<file path="src/rtl/bitdes_pkg.sv">
package bitdes_pkg;

    localparam int unsigned WORD_W_DEF = 4;

    typedef enum logic {
        SRC_LINE = 1'b0,
        SRC_LOOP = 1'b1
    } src_e;

    typedef struct packed {
        logic div4;
        logic div8;
    } divclk_t;

    function automatic logic pick_bit(src_e src, logic line_b, logic loop_b);
        return (src == SRC_LOOP) ? loop_b : line_b;
    endfunction

endpackage

</file>
<file path="src/rtl/bitdes_inmux.sv">
module bitdes_inmux
    import bitdes_pkg::*;
(
    input  logic sel_i,
    input  logic line_i,
    input  logic loop_i,
    output logic bit_o
);

    src_e src;

    always_comb begin
        src   = src_e'(sel_i);
        bit_o = pick_bit(src, line_i, loop_i);
    end

endmodule

</file>
<file path="src/rtl/bitdes_shift.sv">
module bitdes_shift #(
    parameter int unsigned W = 4
) (
    input  logic         clk,
    input  logic         rst,
    input  logic         bit_i,
    output logic [W-1:0] nxt_o,
    output logic         ser_o
);

    localparam int unsigned WMW = $clog2(W + 1);

    logic [W-1:0]   stage_q;
    logic [WMW-1:0] warm_q;

    assign nxt_o = {bit_i, stage_q[W-1:1]};
    assign ser_o = stage_q[0];

    always_ff @(posedge clk) begin
        if (rst) begin
            stage_q <= '0;
        end else begin
            stage_q <= nxt_o;
        end
    end

    // Edges since reset, saturating at W; guards the delay check below.
    always_ff @(posedge clk) begin
        if (rst) begin
            warm_q <= '0;
        end else if (warm_q != WMW'(W)) begin
            warm_q <= warm_q + 1'b1;
        end
    end

    AST_SER_DELAY: assert property (@(posedge clk) disable iff (rst)
        (warm_q == WMW'(W)) |-> (ser_o == $past(bit_i, W)));

endmodule

</file>
<file path="src/rtl/bitdes_frame.sv">
module bitdes_frame
    import bitdes_pkg::*;
#(
    parameter int unsigned W = 4
) (
    input  logic    clk,
    input  logic    rst,
    output logic    wrap_o,
    output divclk_t clks_o
);

    localparam int unsigned CW   = (W > 2) ? $clog2(W) : 1;
    localparam int unsigned HALF = W / 2;

    logic [CW-1:0] cnt_q;
    logic [CW-1:0] cnt_nxt;
    divclk_t       clk_q;

    assign wrap_o  = (cnt_q == CW'(W - 1));
    assign cnt_nxt = wrap_o ? '0 : cnt_q + 1'b1;
    assign clks_o  = clk_q;

    always_ff @(posedge clk) begin
        if (rst) begin
            cnt_q <= '0;
            clk_q <= '0;
        end else begin
            cnt_q <= cnt_nxt;
            if (wrap_o) begin
                clk_q.div4 <= 1'b1;
                clk_q.div8 <= ~clk_q.div8;
            end else if (cnt_nxt == CW'(HALF)) begin
                clk_q.div4 <= 1'b0;
            end
        end
    end

    AST_DIV4_AT_WRAP: assert property (@(posedge clk) disable iff (rst)
        wrap_o |=> clks_o.div4);

    AST_DIV8_TOGGLE: assert property (@(posedge clk) disable iff (rst)
        $rose(clks_o.div4) |-> (clks_o.div8 != $past(clks_o.div8)));

    AST_DIV8_STEADY: assert property (@(posedge clk) disable iff (rst)
        !$rose(clks_o.div4) |-> $stable(clks_o.div8));

endmodule

</file>
<file path="src/rtl/bitdes_top.sv">
module bitdes_top
    import bitdes_pkg::*;
#(
    parameter int unsigned WORD_W = WORD_W_DEF
) (
    input  logic              clk,
    input  logic              rst,
    input  logic              line_i,
    input  logic              loop_i,
    input  logic              loop_sel_i,
    output logic [WORD_W-1:0] word_o,
    output logic              div4_o,
    output logic              div8_o,
    output logic              chain_o
);

    logic              bit_sel;
    logic [WORD_W-1:0] nxt;
    logic              wrap;
    divclk_t           clks;
    logic [WORD_W-1:0] word_q;

    bitdes_inmux u_mux (
        .sel_i  (loop_sel_i),
        .line_i (line_i),
        .loop_i (loop_i),
        .bit_o  (bit_sel)
    );

    bitdes_shift #(.W(WORD_W)) u_shift (
        .clk   (clk),
        .rst   (rst),
        .bit_i (bit_sel),
        .nxt_o (nxt),
        .ser_o (chain_o)
    );

    bitdes_frame #(.W(WORD_W)) u_frame (
        .clk    (clk),
        .rst    (rst),
        .wrap_o (wrap),
        .clks_o (clks)
    );

    always_ff @(posedge clk) begin
        if (rst) begin
            word_q <= '0;
        end else if (wrap) begin
            word_q <= nxt;
        end
    end

    assign word_o = word_q;
    assign div4_o = clks.div4;
    assign div8_o = clks.div8;

    AST_WORD_HOLD: assert property (@(posedge clk) disable iff (rst)
        !wrap |=> $stable(word_o));

    AST_RESET_CLEAR: assert property (@(posedge clk)
        rst |=> (word_o == '0 && !div4_o && !div8_o && !chain_o));

endmodule

</file>
<file path="config.mk">
export PLATFORM = sky130hd
export DESIGN_NAME = bitdes_top
export DESIGN_NICKNAME = d
export VERILOG_FILES = /design/src/rtl/bitdes_pkg.sv /design/src/rtl/bitdes_inmux.sv /design/src/rtl/bitdes_shift.sv /design/src/rtl/bitdes_frame.sv /design/src/rtl/bitdes_top.sv
export SDC_FILE = /design/constraint.sdc
export NUM_CORES = 1
export LEC_CHECK = 0
export BUFFER_PORTS_ARGS = -buffer_cell sky130_fd_sc_hd__buf_4
export CORE_AREA = 2 2 39 41
export CTS_CLUSTER_DIAMETER = 60
export CTS_CLUSTER_SIZE = 12
export DETAILED_ROUTE_END_ITERATION = 12
export DIE_AREA = 0 0 41 43
export GPL_TIMING_DRIVEN = 0
export PLACE_DENSITY_LB_ADDON = 0.08
export SLEW_MARGIN = 25
export SYNTH_ARGS = -nofsm -noshare
export SYNTH_HDL_FRONTEND = slang
export SYNTH_SLANG_ARGS = --single-unit
</file>
<file path="constraint.sdc">
create_clock -name clk -period 1.8 [get_ports clk]
set_input_delay 0.18 -clock clk [delete_from_list [all_inputs] [get_ports clk]]
set_output_delay 0.18 -clock clk [all_outputs]
set_load 0.05 [all_outputs]
</file>
Word-level counts from Yosys, hierarchy flattened

Cells that the tools add are included.

Bits in registers: 12
Output and inout bits: 7
Logic and storage cells: 14

$add $sub $neg: 1
Eq/ne operators: 2
Mux-type cells: 4
Bitwise gates (word level): 1
Reduce and logical (&&, ||, !) cells: 1

Operators by type and width:

| cell                | count |
|---|---|
| $eq 2x2->1 const B  | 2 |
| $mux 1              | 3 |
| $add 2x1->2 const B | 1 |
| $mux 2              | 1 |
| $reduce_bool 2->1   | 1 |
| $not 1->1           | 1 |

Longest topological paths before layout

Gate-level depths: netlist of the first run.

Depth after elaboration: 5
Depth in mapped cells: 4
Depth with buffers taken out: 4

Modules after synthesis

A second synthesis of the first run with hierarchy kept.

Cells, all modules: 38
Area, all modules: 425.4 µm²

Modules (own cells, without submodules):

| module       | instances | cells each | area an instance (µm²) | sequential area each (µm²) |
|---|---|---|---|---|
| bitdes_frame | 1         | 15         | 157.7                  | 80.1 |
| bitdes_top   | 1         | 13         | 140.1                  | 80.1 |
| bitdes_shift | 1         | 9          | 112.6                  | 80.1 |
| bitdes_inmux | 1         | 1          | 15.0                   | 0.0 |

Worst setup path after synthesis of the first run

OpenSTA, ideal clock, no wires.

Path kind: flip-flop to flip-flop
From: register u_frame.cnt_q[0]
To: register word_q[0] (netlist: word_o[0])
Setup time: 0.116 ns
Arrival time: 0.860 ns
Slack: 0.825 ns
Cell stages (with the launch flop): 5
Buffers on the path: 1
Cell sequence: dfxtp_1 ha_1 buf_6 mux2i_1 nor2_1

Word-level cells in the longest chain between the ends: 1

RTL lines:

| item                     | RTL line           | RTL |
|---|---|---|
| start: declaration       | bitdes_frame.sv:15 | `logic [CW-1:0] cnt_q;` |
| start signal: assignment | bitdes_frame.sv:28 | `cnt_q <= cnt_nxt;` |
| $eq 2x2->1               | bitdes_frame.sv:19 | `assign wrap_o = (cnt_q == CW'(W - 1));` |
| end signal: assignment   | bitdes_top.sv:49   | `word_q <= nxt;` |
| end: declaration         | bitdes_top.sv:21   | `logic [WORD_W-1:0] word_q;` |

Every way passes these cells.
A chain may end at the register's enable or synchronous reset.

Worst setup path after layout of the first run

From: register u_frame.cnt_q[0]
To: register word_q[2] (netlist: word_o[2])

Same word-level chain as after synthesis.

==> results of run 1 <==
-- sequential cells by signal, summed over array words and instances (netlist names) --
register and cells:
u_frame.clks_o 2, u_frame.cnt_q 2, u_shift.stage_q 4, word_o 4
-- cells by family after synthesis --
| family | Yosys count | share of synthesized area |
|---|---|---|
| flops | 12 | 0.5549 |
| mux | 4 | 0.09249 |
| compound gates | 2 | 0.04045 |
| xor+xnor | 1 | 0.02023 |
| simple gates | 12 | 0.1358 |
| fa+ha+maj | 3 | 0.08671 |
| buf+inv | 4 | 0.06937 |
-- metal layers --
layer	vias up	routed length, um	GRT usage
li1	152	-	-
met2	8	367	0.1469
met5	-	0	0
met4	0	0	0.04000
met3	0	42	0.04712
met1	137	284	0.1192
-- stage by stage --
stage	setup WS (ns)	total power (W)
4_1_cts	0.7157	0.0005833
6_report	0.7308	0.0005744
3_5_place_dp	0.7344	0.0003758
3_3_place_gp	0.7867	0.0003704
2_1_floorplan	0.8247	0.0003497
5_1_grt	0.6511	0.0006057
-- cell usage in the layout, fill, tap and decap left out --
cell,n
nor2_2,1
nor3_1,1
a21oi_1,1
nor2_1,6
dfxtp_1,12
clkbuf_8,1
nor2b_1,3
ha_1,3
mux2i_1,4
clkbuf_4,3
buf_6,2
buf_4,11
inv_1,2
nand2b_1,1
xnor2_1,1
a211oi_2,1
-- area by class of cell --
cell class	count	area, um2	share of cell area
plain buffers	2	22.52	0.03939
clock buffers	4	36.28	0.06346
inverters	2	7.507	0.01313
multi-input cells	22	162.7	0.2845
flip-flops and latches	12	240.2	0.4201
well taps	16	20.02	0.03501
repair buffers	11	82.58	0.1444
-- power groups by stage --
stage | clock network (W) | registers, W | logic [W]
after floorplan | 0 | 0.000316 | 0.0000339
after global placement | 0 | 0.000295 | 0.0000751
after detailed placement | 0 | 0.000297 | 0.0000793
after CTS | 0.000213 | 0.000290 | 0.0000800
after global routing | 0.000228 | 0.000292 | 0.0000863
final | 0.000206 | 0.000290 | 0.0000781
-- worst max path at each step --
stage / slack [ns] / from / to
CTS: 0.72 / u_frame.cnt_q[0]$_SDFF_PP0_ / word_o[1]$_SDFFE_PP0N_
global placement: 0.79 / u_frame.cnt_q[0]$_SDFF_PP0_ / word_o[1]$_SDFFE_PP0N_
finish: 0.73 / u_frame.cnt_q[0]$_SDFF_PP0_ / word_o[2]$_SDFFE_PP0N_
global route: 0.65 / u_frame.cnt_q[0]$_SDFF_PP0_ / word_o[2]$_SDFFE_PP0N_
detailed placement: 0.73 / u_frame.cnt_q[0]$_SDFF_PP0_ / word_o[1]$_SDFFE_PP0N_
floorplan: 0.82 / u_frame.cnt_q[0]$_SDFF_PP0_ / word_o[0]$_SDFFE_PP0N_
==> run_results.csv, run 1 <==
group,metric,value,unit
yosys,synth_top_area_cell,"dfxtp_1",
clock_tree,cts_tree,"yes",
layout,postLayoutCellArea,571.8,um2
route,drc,0,
power,clock_power_share,0.359,
clock_tree,cts_hold_buf,0,
hold_path,holdPathEnd,"u_shift.stage_q[1]$_SDFF_PP0_",
power,intPower,0.0004365,W
hold_path,worstHoldStart,"rst",
route,first_iter_violations,0,
critical_path,cp_max_fo,7,
grt,grt_overflow,0,
hold_path,hold_class,"input port to register",
route,wl_per_cell,10.07,um
route,ant_nets,0,
run,cap_violations,0,
clock_tree,postCtsSetupRepairBufs,0,
clock_tree,cts_max_path_buffers,2,
placed_design,place_inst,65,
yosys,ys_warn_count,0,
timing,worstMarginPinSlew,0.2445,ns
power,leakage,0.2536,nW
critical_path,critPathKind,"register to register",
timing,fin_crit_sh,0.5940,
timing,fmax,935.3,MHz
critical_path,regToRegStartpoint,"u_frame.cnt_q[0]$_SDFF_PP0_",
placed_design,gp_congestion,0.6057,
yosys,synth.distinct_cells,13,
route,routed_via_density,4.304,
yosys,ys_seq_area_frac,0.5549,
clock_tree,cts_buffers,3,
floorplan,pin_count,12,
critical_path,crit_cells,4,
floorplan,row_count,14,
critical_path,crit_slowest_cell,"dfxtp_1",
floorplan,dieArea,0.001763,mm2
layout,final_util,0.4132,
placed_design,io_buffers,11,
timing,hold_viol,0,
yosys,netlist.area_leader.share,0.5549,
timing,final-setup-viol-count,0,
placed_design,dp_hpwl,559.6,um
power,switching_power,0.0001379,W
critical_path,crit_path_end_kind,"register",
timing,drv_slew,0,
clock_tree,clock-root-buffer,"clkbuf_4",
yosys,async_reset_ff_frac,0,
timing,fin_hold_ws,0.09472,ns
power,peakVddDrop,421.8,uV
layout,area_growth_syn_to_layout,32.08,%
clock_tree,cts.clk_slew.worst_paths,0.08,ns
critical_path,cp.arrival,1.23,ns
yosys,synth-seq-cells,12,
critical_path,cp.buffers_inverters,1,
layout,fillers,153,
critical_path,path_cells,"ha_1 > buf_6 > mux2i_1 > nor2_1",
critical_path,required,1.96,ns
grt,grt_pass1_vias,273,
layout,fin_cells,69,
timing,skew,0.004624,ns
power,power_frac_seq,0.505,
layout,final_layout_size_suffix_gt1_frac,0.3585,
grt,grt_pass1_wl,1131,um
yosys,synth_ff_type,"dfxtp_1",
critical_path,reg2regPathDepth,4,
floorplan,coreArea,0.001384,mm2
clock_tree,insertion_delay,0.26,ns
clock_tree,htreeDepth,1,
critical_path,cpPeakStageDelay,0.39,ns
critical_path,r2r_end,"word_o[2]$_SDFFE_PP0N_",
power,switching_share,0.2401,
timing,finalCriticalPeriod,1.069,ns
yosys,synth.most_common_cell,"dfxtp_1",
route,vias,297,
route,firstDrtPassIters,1,
floorplan,start_util,0.3128,
critical_path,rrSetupSlack,0.73,ns
clock_tree,cts_resized,0,
layout,nets,62,
yosys,synth.top_cells.by_count,"dfxtp_1, nor2_1, mux2i_1",
yosys,netlist_area,432.9,um2
grt,gr-usage-all-layers,0.09929,
yosys,synth_edf_count,0,
layout,diodes,0,
timing,rsz0062_at_grt,"false",
grt,grt_max_degree,11,
power,power_frac_comb,0.136,
timing,fin_tns_setup,0,ns
power,powerDensity,1004,mW/mm2
floorplan,die_y,43,um
yosys,syn_avg_cell_area,11.39,um2
route,wirelength,695,um
hold_path,whs_path_depth,2,
timing,relSlewSlack,0.8323,
yosys,syn_inst,38,
critical_path,critical-path-top-delay-family,"flip-flops",
floorplan,die_x,41,um
clock_tree,clock-sinks,12,
yosys,synthTopCellsByArea,"dfxtp_1, mux2i_1, ha_1, buf_6, nor2_1",
yosys,synth_fp_nets,46,
run_status,outcome,"finished, final reports clean",
grt,antenna_found_initial,0,
placed_design,placed_cell_area,535.5,um2
critical_path,start_kind,"register",
(Power assumes the default switching activity.)
==> run 2, diff against run 1 <==
==> constraint.sdc (replaced) <==
create_clock -name clk -period 0.99 [get_ports clk]
set_input_delay 0.099 -clock clk [delete_from_list [all_inputs] [get_ports clk]]
set_output_delay 0.099 -clock clk [all_outputs]
set_load 0.05 [all_outputs]
==> run_results.csv, run 2 (same netlist as run 1, synthesis figures left out) <==
group,metric,value,unit
critical_path,cp.arrival,0.86,ns
floorplan,start_util,0.3128,
clock_tree,cts.clk_slew.worst_paths,0.08,ns
power,powerDensity,1768,mW/mm2
timing,drv_slew,0,
clock_tree,clock-sinks,12,
layout,final_common_cell,"buf_4",
timing,skew,0.005107,ns
placed_design,gp_congestion,0.6057,
grt,grt_overflow,0,
timing,fin_crit_sh,0.9644,
clock_tree,cts_buffers,3,
layout,nets,63,
placed_design,io_buffers,11,
critical_path,critical-path-top-delay-family,"flip-flops",
clock_tree,htreeDepth,1,
critical_path,cpPeakStageDelay,0.38,ns
timing,hold_viol,0,
critical_path,cp.buffers_inverters,1,
layout,area_growth_syn_to_layout,41.04,%
critical_path,crit_slowest_cell,"dfxtp_1",
critical_path,required,0.89,ns
clock_tree,cts_tree,"yes",
timing,setup_slack,0.03521,ns
clock_tree,cts_max_path_buffers,2,
timing,relSlewSlack,0.8309,
hold_path,hold_class,"input port to register",
route,wirelength,722,um
floorplan,pin_count,12,
placed_design,dp_hpwl,559.6,um
route,wl_per_cell,10.31,um
critical_path,crit_path_end_kind,"primary output",
timing,finalCriticalPeriod,0.9548,ns
layout,postLayoutCellArea,610.6,um2
route,routed_via_density,4.414,
route,ant_nets,0,
floorplan,dieArea,0.001763,mm2
clock_tree,insertion_delay,0.26,ns
timing,final-setup-viol-count,0,
timing,fmax,1047,MHz
layout,diodes,0,
critical_path,cp_max_fo,2,
route,drc,0,
route,vias,309,
grt,gr-usage-all-layers,0.1023,
floorplan,row_count,14,
route,first_iter_violations,1,
critical_path,path_cells,"buf_4",
timing,worstMarginPinSlew,0.2465,ns
floorplan,coreArea,0.001384,mm2
floorplan,die_y,43,um
clock_tree,clock-root-buffer,"clkbuf_4",
power,peakVddDrop,779.6,uV
critical_path,critPathKind,"register to primary output",
grt,antenna_found_initial,0,
grt,grt_pass1_vias,283,
placed_design,dp_slack,-0.07558,ns
timing,rsz0062_at_grt,"true",
layout,final_layout_size_suffix_gt1_frac,0.4815,
grt,grt_max_degree,11,
placed_design,placed_cell_area,535.5,um2
floorplan,die_x,41,um
power,leakage,0.2602,nW
timing,fin_tns_setup,0,ns
critical_path,start_kind,"register",
run,cap_violations,0,
grt,grt_pass1_wl,1173,um
layout,final_cell_mix,"buf_4, dfxtp_1, nor2_1, mux2i_1",
run_status,outcome,"finished, final reports clean",
route,firstDrtPassIters,2,
## run 2: layout make-up
| cell class | count | area, um2 |
|---|---|---|
| multi-input combinational | 22 | 188.9 |
| fill | 146 | 773.2 |
| sequential | 12 | 245.2 |
| buffer | 1 | 11.26 |
| timing repair buffer | 13 | 101.3 |
| inverter | 2 | 7.507 |
| clock buffer | 4 | 36.28 |
| tap | 16 | 20.02 |
## run 2: final timing paths
path	slack, ns	depth (start not counted)	endpoint	from
worst max-delay path	0.04	1	div4_o	u_frame.clks_o[1]$_SDFFE_PP0P_
worst min-delay path	0.01	2	u_shift.stage_q[1]$_SDFF_PP0_	rst
worst max register to register	0.04	4	u_frame.clks_o[1]$_SDFFE_PP0P_	u_frame.cnt_q[0]$_SDFF_PP0_
worst min register to register	0.46	1	u_shift.stage_q[1]$_SDFF_PP0_	u_shift.stage_q[2]$_SDFF_PP0_
## run 2: routing by layer
metal | vias to the layer above | global-route usage | wire length (um)
met2 | 10 | 0.1531 | 384
li1 | 154 | - | -
met5 | - | 0 | 0
met4 | 0 | 0.04000 | 0
met3 | 0 | 0.04712 | 50
met1 | 145 | 0.1225 | 287
## run 2: where the power goes
part	switching (W)	internal, W	leakage, nW
Clock	0.000152	0.000223	0.0210
Combinational	0.0000877	0.0000822	0.140
Sequential	0.0000220	0.000512	0.0988
Total	0.000262	0.000818	0.260
## run 2: through the flow
step / instances / power (W) / hold slack [ns] / utilization
floorplan: 38 / 0.0006358 / 0.1706 / -
global placement: 65 / 0.0006735 / 0.2828 / 0.3870
detailed placement: 65 / 0.0006833 / 0.2897 / 0.3870
CTS: 71 / 0.001083 / 0.007295 / 0.4349
global route: 70 / 0.001139 / 0.01121 / 0.4412
finish: 70 / 0.001080 / 0.01357 / 0.4412
## run 2: repair_timing
action | in CTS | in global routing
hold endpoints to repair | 0 | 0
setup buffers | 2 | 0
setup endpoints to repair | 5 | 6
pin swaps | 1 | 1
hold buffers | 0 | 0
resized for setup | 4 | 5
==> run 3, diff against run 2 <==
--- a/config.mk
+++ b/config.mk
@@ -12,7 +12,7 @@
 export DETAILED_ROUTE_END_ITERATION = 12
 export DIE_AREA = 0 0 41 43
 export GPL_TIMING_DRIVEN = 0
-export PLACE_DENSITY_LB_ADDON = 0.08
+export PLACE_DENSITY = 0.51
 export SLEW_MARGIN = 25
 export SYNTH_ARGS = -nofsm -noshare
 export SYNTH_HDL_FRONTEND = slang
==> run_results.csv, run 3 (same netlist as run 1, synthesis figures left out) <==
group,metric,value,unit
run_status,outcome,"finished, final reports clean",
clock_tree,cts_max_path_buffers,2,
critical_path,r2r_end,"u_frame.clks_o[1]$_SDFFE_PP0P_",
route,vias,303,
critical_path,cpPeakStageDelay,0.36,ns
power,leakage,0.2654,nW
critical_path,crit_cells,4,
placed_design,dp_slack,-0.1063,ns
floorplan,dieArea,0.001763,mm2
route,ant_nets,0,
floorplan,row_count,14,
hold_path,hold_class,"input port to register",
timing,finalCriticalPeriod,0.9442,ns
layout,final_common_cell,"buf_4",
critical_path,critPathKind,"register to register",
clock_tree,clock-sinks,12,
timing,skew,0.004354,ns
critical_path,crit_slowest_cell,"dfxtp_4",
route,first_iter_violations,0,
critical_path,critical-path-top-delay-family,"flip-flops",
critical_path,reg2regPathDepth,4,
grt,grt_pass1_wl,1269,um
critical_path,regToRegStartpoint,"u_frame.cnt_q[0]$_SDFF_PP0_",
critical_path,rrSetupSlack,0.05,ns
route,wirelength,744,um
route,highest_layer,"met4",
clock_tree,cts.clk_slew.worst_paths,0.08,ns
timing,hold_viol,0,
timing,fin_tns_setup,0,ns
layout,diodes,0,
critical_path,cp.arrival,1.16,ns
clock_tree,htreeDepth,1,
route,routed_via_density,4.268,
floorplan,start_util,0.3128,
placed_design,gp_congestion,0.5813,
placed_design,io_buffers,11,
floorplan,pin_count,12,
clock_tree,clock-root-buffer,"clkbuf_4",
grt,gr-usage-all-layers,0.1155,
clock_tree,cts_tree,"yes",
power,powerDensity,1744,mW/mm2
critical_path,required,1.20,ns
critical_path,crit_path_end_kind,"register",
route,drc,0,
power,peakVddDrop,927.5,uV
route,wl_per_cell,10.48,um
route,firstDrtPassIters,1,
run,cap_violations,0,
layout,final_cell_mix,"buf_4, dfxtp_1, nor2_1, mux2i_1",
timing,fmax,1059,MHz
floorplan,die_y,43,um
timing,setup_slack,0.04576,ns
critical_path,start_kind,"register",
timing,fin_crit_sh,0.9538,
timing,rsz0062_at_grt,"true",
grt,antenna_found_initial,0,
route,wl_met3,40,um
placed_design,dp_hpwl,540.2,um
critical_path,crit_end,"u_frame.clks_o[1]$_SDFFE_PP0P_",
critical_path,path_cells,"buf_6 > ha_2 > nand2b_4 > a21oi_2",
route,wl_met2,379,um
grt,grt_max_degree,11,
layout,nets,64,
timing,drv_slew,0,
floorplan,die_x,41,um
grt,grt_pass1_vias,305,
critical_path,cp_max_fo,3,
clock_tree,cts_buffers,3,
route,wl_met1,314,um
timing,worstMarginPinSlew,0.2069,ns
timing,final-setup-viol-count,0,
layout,final_layout_size_suffix_gt1_frac,0.4727,
layout,area_growth_syn_to_layout,44.80,%
grt,grt_overflow,0,
timing,relSlewSlack,0.8581,
critical_path,cp.buffers_inverters,1,
power,report.power.total,0.001093,W
critical_path,cp-startpoint,"u_frame.cnt_q[0]$_SDFF_PP0_",
floorplan,coreArea,0.001384,mm2
clock_tree,insertion_delay,0.27,ns
layout,final_util,0.4530,
## run 3: cell types whose count changed in the layout (fill, tap and decap cells not counted), sizes merged
cell	change
dlygate4sd3	+1
## run 3: timing repair
item                                    4_1_cts  5_1_grt
setup buffers                                 1        1
pin swaps                                     1        1
endpoints found under the setup margin        5        6
endpoints found under the hold margin         2        0
hold buffers                                  1        0
gates resized for setup                       4        7
## run 3: through the flow
step	hold slack [ns]	instance area, um2	std cells
floorplan	0.1706	432.9	38
global placement	0.2826	535.5	65
detailed placement	0.2868	535.5	65
CTS	0.1178	604.3	71
global route	0.1224	626.9	71
finish	0.1185	626.9	71
## run 3: worst register-to-register path, stage by stage (launching register included)
cell and delay, ns:
dfxtp_4 0.36, buf_6 0.12, ha_2 0.17, nand2b_4 0.13
a21oi_2 0.12
## run 3: worst min-delay path by stage
stage | startpoint | to | slack, ns | depth (start not counted)
6_report | line_i | u_shift.stage_q[3]$_SDFF_PP0_ | 0.12 | 3
5_1_grt | line_i | u_shift.stage_q[3]$_SDFF_PP0_ | 0.12 | 3
4_1_cts | line_i | u_shift.stage_q[3]$_SDFF_PP0_ | 0.12 | 3
3_5_place_dp | rst | u_shift.stage_q[0]$_SDFF_PP0_ | 0.29 | 2
3_3_place_gp | rst | u_shift.stage_q[0]$_SDFF_PP0_ | 0.28 | 2
2_1_floorplan | rst | u_shift.stage_q[0]$_SDFF_PP0_ | 0.17 | 1
## run 3: report_power, final
group	switching (W)	internal, W	total (W)
logic	0.0000861	0.0000832	0.000169
registers	0.0000218	0.000512	0.000534
clock network	0.000167	0.000224	0.000390
## run 3: per-layer routing
metal  global-route usage  vias to the layer above
li1                     -                      158
met1               0.1192                      135
met2               0.1688                        8
met3              0.04712                        2
met4               0.1000                        0
met5                    0                        -
## run 3: area by class of cell
cell class / instances / area [um2]
fillers: 135 / 757.0
inverters: 2 / 7.507
multi-input cells: 22 / 188.9
clock buffers: 4 / 36.28
flip-flops and latches: 12 / 247.7
repair buffers: 14 / 115.1
plain buffers: 1 / 11.26
well taps: 16 / 20.02
